<file path="config.mk">
export PLATFORM = sky130hd
export DESIGN_NAME = mcs_switch_synth
export DESIGN_NICKNAME = d
export VERILOG_FILES = /design/src/rtl/mcs_pkg.sv /design/src/rtl/mcs_rectifier.sv /design/src/rtl/mcs_hyst.sv /design/src/rtl/mcs_combine.sv /design/src/rtl/mcs_switch_synth.sv
export SDC_FILE = /design/constraint.sdc
export NUM_CORES = 1
export LEC_CHECK = 0
export CAP_MARGIN = 0
export CORE_ASPECT_RATIO = 1.1
export CORE_MARGIN = 3
export CORE_UTILIZATION = 30
export CTS_CLUSTER_SIZE = 30
export DETAILED_ROUTE_END_ITERATION = 8
export GPL_ROUTABILITY_DRIVEN = 0
export HOLD_SLACK_MARGIN = 0.05
export PLACE_DENSITY = 0.53
export SLEW_MARGIN = 20
export SYNTH_ARGS = -nofsm -noshare
export SYNTH_HDL_FRONTEND = slang
export SYNTH_HIERARCHICAL = 1
export SYNTH_SLANG_ARGS = --single-unit
</file>
<file path="constraint.sdc">
create_clock -name clk -period 3.1 [get_ports clk]
set_clock_uncertainty 0.15 [all_clocks]
set_input_delay 0.465 -clock clk [delete_from_list [all_inputs] [get_ports clk]]
set_output_delay 0.465 -clock clk [all_outputs]
set_load 0.02 [all_outputs]
</file>
<file path="src/rtl/mcs_pkg.sv">
package mcs_pkg;
    localparam int N_PHASE = 3;
    localparam int N_SW    = N_PHASE * N_PHASE;
    localparam int SEC_W   = 4;
    localparam int SEC_MAX = 12;

    typedef struct packed {
        logic [SEC_W-1:0]   sector;
        logic [N_PHASE-1:0] upper;
    } mcs_state_t;
endpackage

</file>
<file path="src/rtl/mcs_rectifier.sv">
module mcs_rectifier
    import mcs_pkg::*;
(
    input  logic [SEC_W-1:0]   sector,
    output logic               legal,
    output logic [N_PHASE-1:0] pos_sel,
    output logic [N_PHASE-1:0] neg_sel
);
    always_comb begin
        legal   = (sector >= SEC_W'(1)) && (sector <= SEC_W'(SEC_MAX));
        pos_sel = '0;
        neg_sel = '0;
        if (legal) begin
            case (sector)
                4'd3, 4'd4, 4'd5, 4'd6:   pos_sel = 3'b001;
                4'd7, 4'd8, 4'd9, 4'd10:  pos_sel = 3'b010;
                default:                  pos_sel = 3'b100;
            endcase
            case (sector)
                4'd1, 4'd2, 4'd3, 4'd4:   neg_sel = 3'b010;
                4'd5, 4'd6, 4'd7, 4'd8:   neg_sel = 3'b100;
                default:                  neg_sel = 3'b001;
            endcase
        end
    end
endmodule

</file>
<file path="src/rtl/mcs_hyst.sv">
module mcs_hyst #(
    parameter int ERR_W = 12
) (
    input  logic signed [ERR_W-1:0] err,
    input  logic        [ERR_W-2:0] band,
    input  logic                    prev_up,
    output logic                    next_up
);
    localparam int EXT_W = ERR_W + 1;
    logic signed [EXT_W-1:0] err_x;
    logic signed [EXT_W-1:0] band_x;

    always_comb begin
        err_x  = EXT_W'(err);
        band_x = $signed({2'b00, band});
        if (err_x > band_x)
            next_up = 1'b1;
        else if (err_x < -band_x)
            next_up = 1'b0;
        else
            next_up = prev_up;
    end
endmodule

</file>
<file path="src/rtl/mcs_combine.sv">
module mcs_combine
    import mcs_pkg::*;
(
    input  logic               legal,
    input  logic [N_PHASE-1:0] upper,
    input  logic [N_PHASE-1:0] pos_sel,
    input  logic [N_PHASE-1:0] neg_sel,
    output logic [N_SW-1:0]    gate
);
    for (genvar x = 0; x < N_PHASE; x++) begin : g_out
        for (genvar y = 0; y < N_PHASE; y++) begin : g_in
            assign gate[x*N_PHASE+y] = legal &
                ((upper[x] & pos_sel[y]) | (~upper[x] & neg_sel[y]));
        end
    end
endmodule

</file>
<file path="src/rtl/mcs_switch_synth.sv">
module mcs_switch_synth
    import mcs_pkg::*;
#(
    parameter int ERR_W = 12
) (
    input  logic                    clk,
    input  logic                    rst_n,
    input  logic                    sample,
    input  logic [SEC_W-1:0]        sector,
    input  logic signed [ERR_W-1:0] err_a,
    input  logic signed [ERR_W-1:0] err_b,
    input  logic signed [ERR_W-1:0] err_c,
    input  logic        [ERR_W-2:0] hyst_band,
    output logic [N_SW-1:0]         gate
);
    mcs_state_t state_d, state_q;
    logic [N_PHASE-1:0] next_up;
    logic [N_PHASE-1:0] pos_sel, neg_sel;
    logic               legal;
    logic signed [ERR_W-1:0] err_v [N_PHASE];

    assign err_v[0] = err_a;
    assign err_v[1] = err_b;
    assign err_v[2] = err_c;

    for (genvar p = 0; p < N_PHASE; p++) begin : g_leg
        mcs_hyst #(.ERR_W(ERR_W)) u_hyst (
            .err     (err_v[p]),
            .band    (hyst_band),
            .prev_up (state_q.upper[p]),
            .next_up (next_up[p])
        );
    end

    always_comb begin
        state_d = state_q;
        if (sample) begin
            state_d.sector = sector;
            state_d.upper  = next_up;
        end
    end

    always_ff @(posedge clk or negedge rst_n) begin
        if (!rst_n)
            state_q <= '0;
        else
            state_q <= state_d;
    end

    mcs_rectifier u_rect (
        .sector  (state_q.sector),
        .legal   (legal),
        .pos_sel (pos_sel),
        .neg_sel (neg_sel)
    );

    mcs_combine u_comb (
        .legal   (legal),
        .upper   (state_q.upper),
        .pos_sel (pos_sel),
        .neg_sel (neg_sel),
        .gate    (gate)
    );
endmodule

</file>
==> parameters.txt <==
Parameter                              Value

Worst hold path
  Hold/Removal Path Class ... input port to async pin

Worst setup path
  Worst setup path class ... input port to flip-flop
  Reg2Reg Depth ... 3
  Kind of start point of the critical path ... input port
  Crit Path Max Fanout ... 3
  Worst R2R Start ... state_q[1]
  Worst reg2reg setup slack ... 1840 ps
  Required time at the worst-slack endpoint ... 3060 ps
  Startpoint of the worst setup timing path ... hyst_band[5]
  Arrival time at the worst endpoint ... 3210 ps
  Type of destination of the critical path ... flip-flop
  Destination of the worst register-to-register timing path ... state_q[1]

STA
  Number of max-slew violations in the final report ... 0
  Worst setup slack after layout ... -146 ps
  Final Hold Fails ... 0
  Max Freq ... 308 MHz
  Tightest Pin Transition ... 496 ps
  Number of setup violations in the final report ... 3
  Aggregate negative setup slack ... -408 ps
  Final worst path period share ... 105%
  RSZ-0062 raised after global routing ... yes
  Post-layout min period ... 3250 ps
  Min Hold Slack ... 359 ps
  Max-slew headroom ... 66.8%

Clock tree
  Cts-stage hold buffer count ... 0
  Number of H-tree branching levels ... 1
  Buffer type at the clock tree root ... sky130_fd_sc_hd__clkbuf_8
  Clock Sink Count ... 7
  Clock latency reported for the late side of the worst-skew pair ... 230 ps
  Number of buffers between clock root and the deepest sink ... 2
  Clock transition at the registers of the reported paths ... 40 ps
  CTS tree ... done
  Cts bufs inserted ... 3

Yosys
  Post-Synthesis Mean Instance Area ... 8.32 µm²
  Warnings from Yosys ... 6
  Portion of the post-synthesis area used by sequential elements ... 6.25%
  Netlist area before placement ... 2800 µm²
  Yosys reg bits ... 7
  Unique masters post-synth ... 43
  Number of nets in the synthesized netlist ... 463
  Number of instances in the synthesized netlist ... 337

Final layout
  Finished Cell Area ... 4040 µm²
  Flip-flop count of the largest register after layout ... 7
  Multi-input combinational cell area ... 2550 µm²
  Register bank with the most flops ... state_q
  Ant diodes ... 0
  Registers with the most flip-flops ... state_q (7)
  Ratio of cells with drive above 1 in the final layout ... 17.7%
  Nets ... 567
  Area occupied by registers ... 175 µm²
  Non-Filler Instances ... 554
  Area overhead of the layout relative to synthesis ... 44.2%
  Final core utilization ... 45.1%
  Filler cell count ... 897

Floorplanning
  Area of the die ... 10500 µm²
  Die width ... 98.2 µm
  Effective utilization at floorplan ... 31.3%
  Die height ... 107 µm
  Core ar. ... 8960 µm²
  Std cell rows ... 36
  Number of top-level pins ... 63

Routing
  Number of DRC markers in iteration 0 ... 77
  Routed Wire Length ... 7390 µm
  Detail Route Antenna Nets ... 0
  Per-cell via count in the routed design ... 4.99
  Average wire length per cell after detail routing ... 13.3 µm
  DRC violations left ... 0
  Total iterations of the first detailed-routing run ... 4
  Detailed-route via count ... 2766

Placed design
  Placement Cell Area ... 3870 µm²
  HPWL after detailed placement ... 6450 µm
  Count of input and output buffers ... 62
  Cell Count Post-Placement ... 547

Power and ir drop
  Pwr Density ... 209 nW/µm²
  Leakage power figure ... 1.97 nW
  Maximum ir drop on the vdd rail ... 0.124 mV

Global route
  All-Layer GR Usage ... 14.4%
  Number of global-route vias before repair ... 2813
  Residual overflow from global routing ... 0
  Maximum number of pins on one net before global-route repair ... 19
  Global-route wire length before repair ... 12900 µm
  Initial antenna violation count ... 0

Flow run
  MaxCap Viol Count ... 0

Run status
  Result of the run ... finished with violations
  Violated checks ... setup timing
## cell type report
cell class / count / area share, %
well taps: 114 / 3.53
inverters: 39 / 3.62
multi-input cells: 286 / 63.2
flip-flops and latches: 7 / 4.34
repair buffers: 104 / 24.2
clock buffers: 4 / 1.11
## worst max path at each step
stage	slack [ps]	cells after the start	endpoint
floorplan	-100	12	state_q[0]
global placement	-700	13	state_q[1]
detailed placement	-780	13	state_q[1]
CTS	-230	12	state_q[1]
global route	-290	14	state_q[1]
finish	-150	13	state_q[1]
## where the power goes
part / internal (W) / switching [W] / leakage [nW] / total [W]
Combinational: 0.000318 / 0.000252 / 1.87 / 0.000571
Sequential: 0.000105 / 0.0000340 / 0.0810 / 0.000139
Clock: 0.0000894 / 0.0000440 / 0.0228 / 0.000133
Total: 0.000513 / 0.000330 / 1.97 / 0.000843
## per-stage QoR
| step | power (W) | setup slack (ps) |
|---|---|---|
| after global placement | 0.000690 | -700 |
| after CTS | 0.000845 | -234 |
| after global routing | 0.000930 | -292 |
| after floorplan | 0.000450 | -99.3 |
| after detailed placement | 0.000698 | -783 |
| final | 0.000843 | -146 |
## worst max-delay path: stages
cell and delay [ps]:
sky130_fd_sc_hd__buf_8 100, sky130_fd_sc_hd__or3_4 370, sky130_fd_sc_hd__or3_4 380, sky130_fd_sc_hd__or4_4 470, sky130_fd_sc_hd__nor2_4 100, sky130_fd_sc_hd__xnor2_1 120, sky130_fd_sc_hd__ha_1 250, sky130_fd_sc_hd__and4_1 200
sky130_fd_sc_hd__o2111ai_1 70, sky130_fd_sc_hd__a31oi_1 60, sky130_fd_sc_hd__and4b_1 270, sky130_fd_sc_hd__o32ai_2 80, sky130_fd_sc_hd__mux2_4 260
## Yosys cell counts
library cell                count  area (µm²)
sky130_fd_sc_hd__a211o_1        1        8.76
sky130_fd_sc_hd__a211oi_1       3        22.5
sky130_fd_sc_hd__a21bo_2        1        10.0
sky130_fd_sc_hd__a21o_1        12        90.1
sky130_fd_sc_hd__a21oi_1       17        85.1
sky130_fd_sc_hd__a22oi_1        3        22.5
sky130_fd_sc_hd__a31oi_1        3        18.8
sky130_fd_sc_hd__and3_1         6        37.5
sky130_fd_sc_hd__and4_1         3        26.3
sky130_fd_sc_hd__and4b_1        3        30.0
sky130_fd_sc_hd__buf_2          1        5.00
sky130_fd_sc_hd__buf_4          1        7.51
sky130_fd_sc_hd__buf_6          3        33.8
sky130_fd_sc_hd__dfrtp_1        7         175
sky130_fd_sc_hd__ha_1          72         901
sky130_fd_sc_hd__inv_1         39         146
sky130_fd_sc_hd__mux2_4         7         105
sky130_fd_sc_hd__mux2i_1       11         110
sky130_fd_sc_hd__nand2_1       13        48.8
sky130_fd_sc_hd__nand2b_1       2        12.5
sky130_fd_sc_hd__nand3_1        3        15.0
sky130_fd_sc_hd__nand3b_1       4        30.0
sky130_fd_sc_hd__nand4_1        3        18.8
sky130_fd_sc_hd__nand4b_1       3        26.3
sky130_fd_sc_hd__nor2_1        14        52.6
sky130_fd_sc_hd__nor2_2         3        18.8
sky130_fd_sc_hd__nor2b_1       16         100
sky130_fd_sc_hd__nor3_1        11        55.1
sky130_fd_sc_hd__nor3b_1        1        7.51
sky130_fd_sc_hd__nor4_1         6        37.5
sky130_fd_sc_hd__nor4b_1        1        8.76
sky130_fd_sc_hd__nor4bb_1       4        40.0
sky130_fd_sc_hd__o2111ai_1      3        26.3
sky130_fd_sc_hd__o211a_1        4        40.0
sky130_fd_sc_hd__o211ai_1       3        22.5
sky130_fd_sc_hd__o21a_1         4        30.0
sky130_fd_sc_hd__o21ai_0        3        15.0
sky130_fd_sc_hd__o31ai_1        6        45.0
sky130_fd_sc_hd__o32ai_1        3        26.3
sky130_fd_sc_hd__or3_1          6        37.5
sky130_fd_sc_hd__or4_4          3        33.8
sky130_fd_sc_hd__xnor2_1       22         193
sky130_fd_sc_hd__xor2_1         3        26.3
## kinds of logic (layout without fill, tap and decap cells)
kind of cell | count (synthesis) | after routing | synth area share, %
and+or+nand+nor | 105 | 105 | 22.7
adders and majority gates | 72 | 72 | 32.1
AOI/OAI and AO/OA | 66 | 66 | 16.5
buffers and inverters | 44 | 147 | 6.87
xor gates and xnor gates | 25 | 25 | 7.81
muxes | 18 | 18 | 7.68
DFF | 7 | 7 | 6.25
## per-layer routing
metal | track usage (%) | part of all wire [%]
met2 | 26.0 | 47
met1 | 18.7 | 49
met4 | 2.24 | 0.80
met5 | 0 | 0
met3 | 1.94 | 3.4
## repair_timing
item,CTS,global route
pin swaps,8,5
resized for setup,23,14
endpoints found under the setup margin,3,3
setup buffers,3,0
## cell usage in the layout, fill, tap and decap left out, drive strengths merged, types with 7 or more instances in the layout
cell type       n
mux2i          11
xnor2          22
nor2b          16
a21oi          17
mux2            7
inv            39
a21o           12
nor2           17
ha             72
dfrtp           7
nor3           11
clkdlybuf4s50  57
nand2          13
buf            45
(Power assumes the default switching activity.)
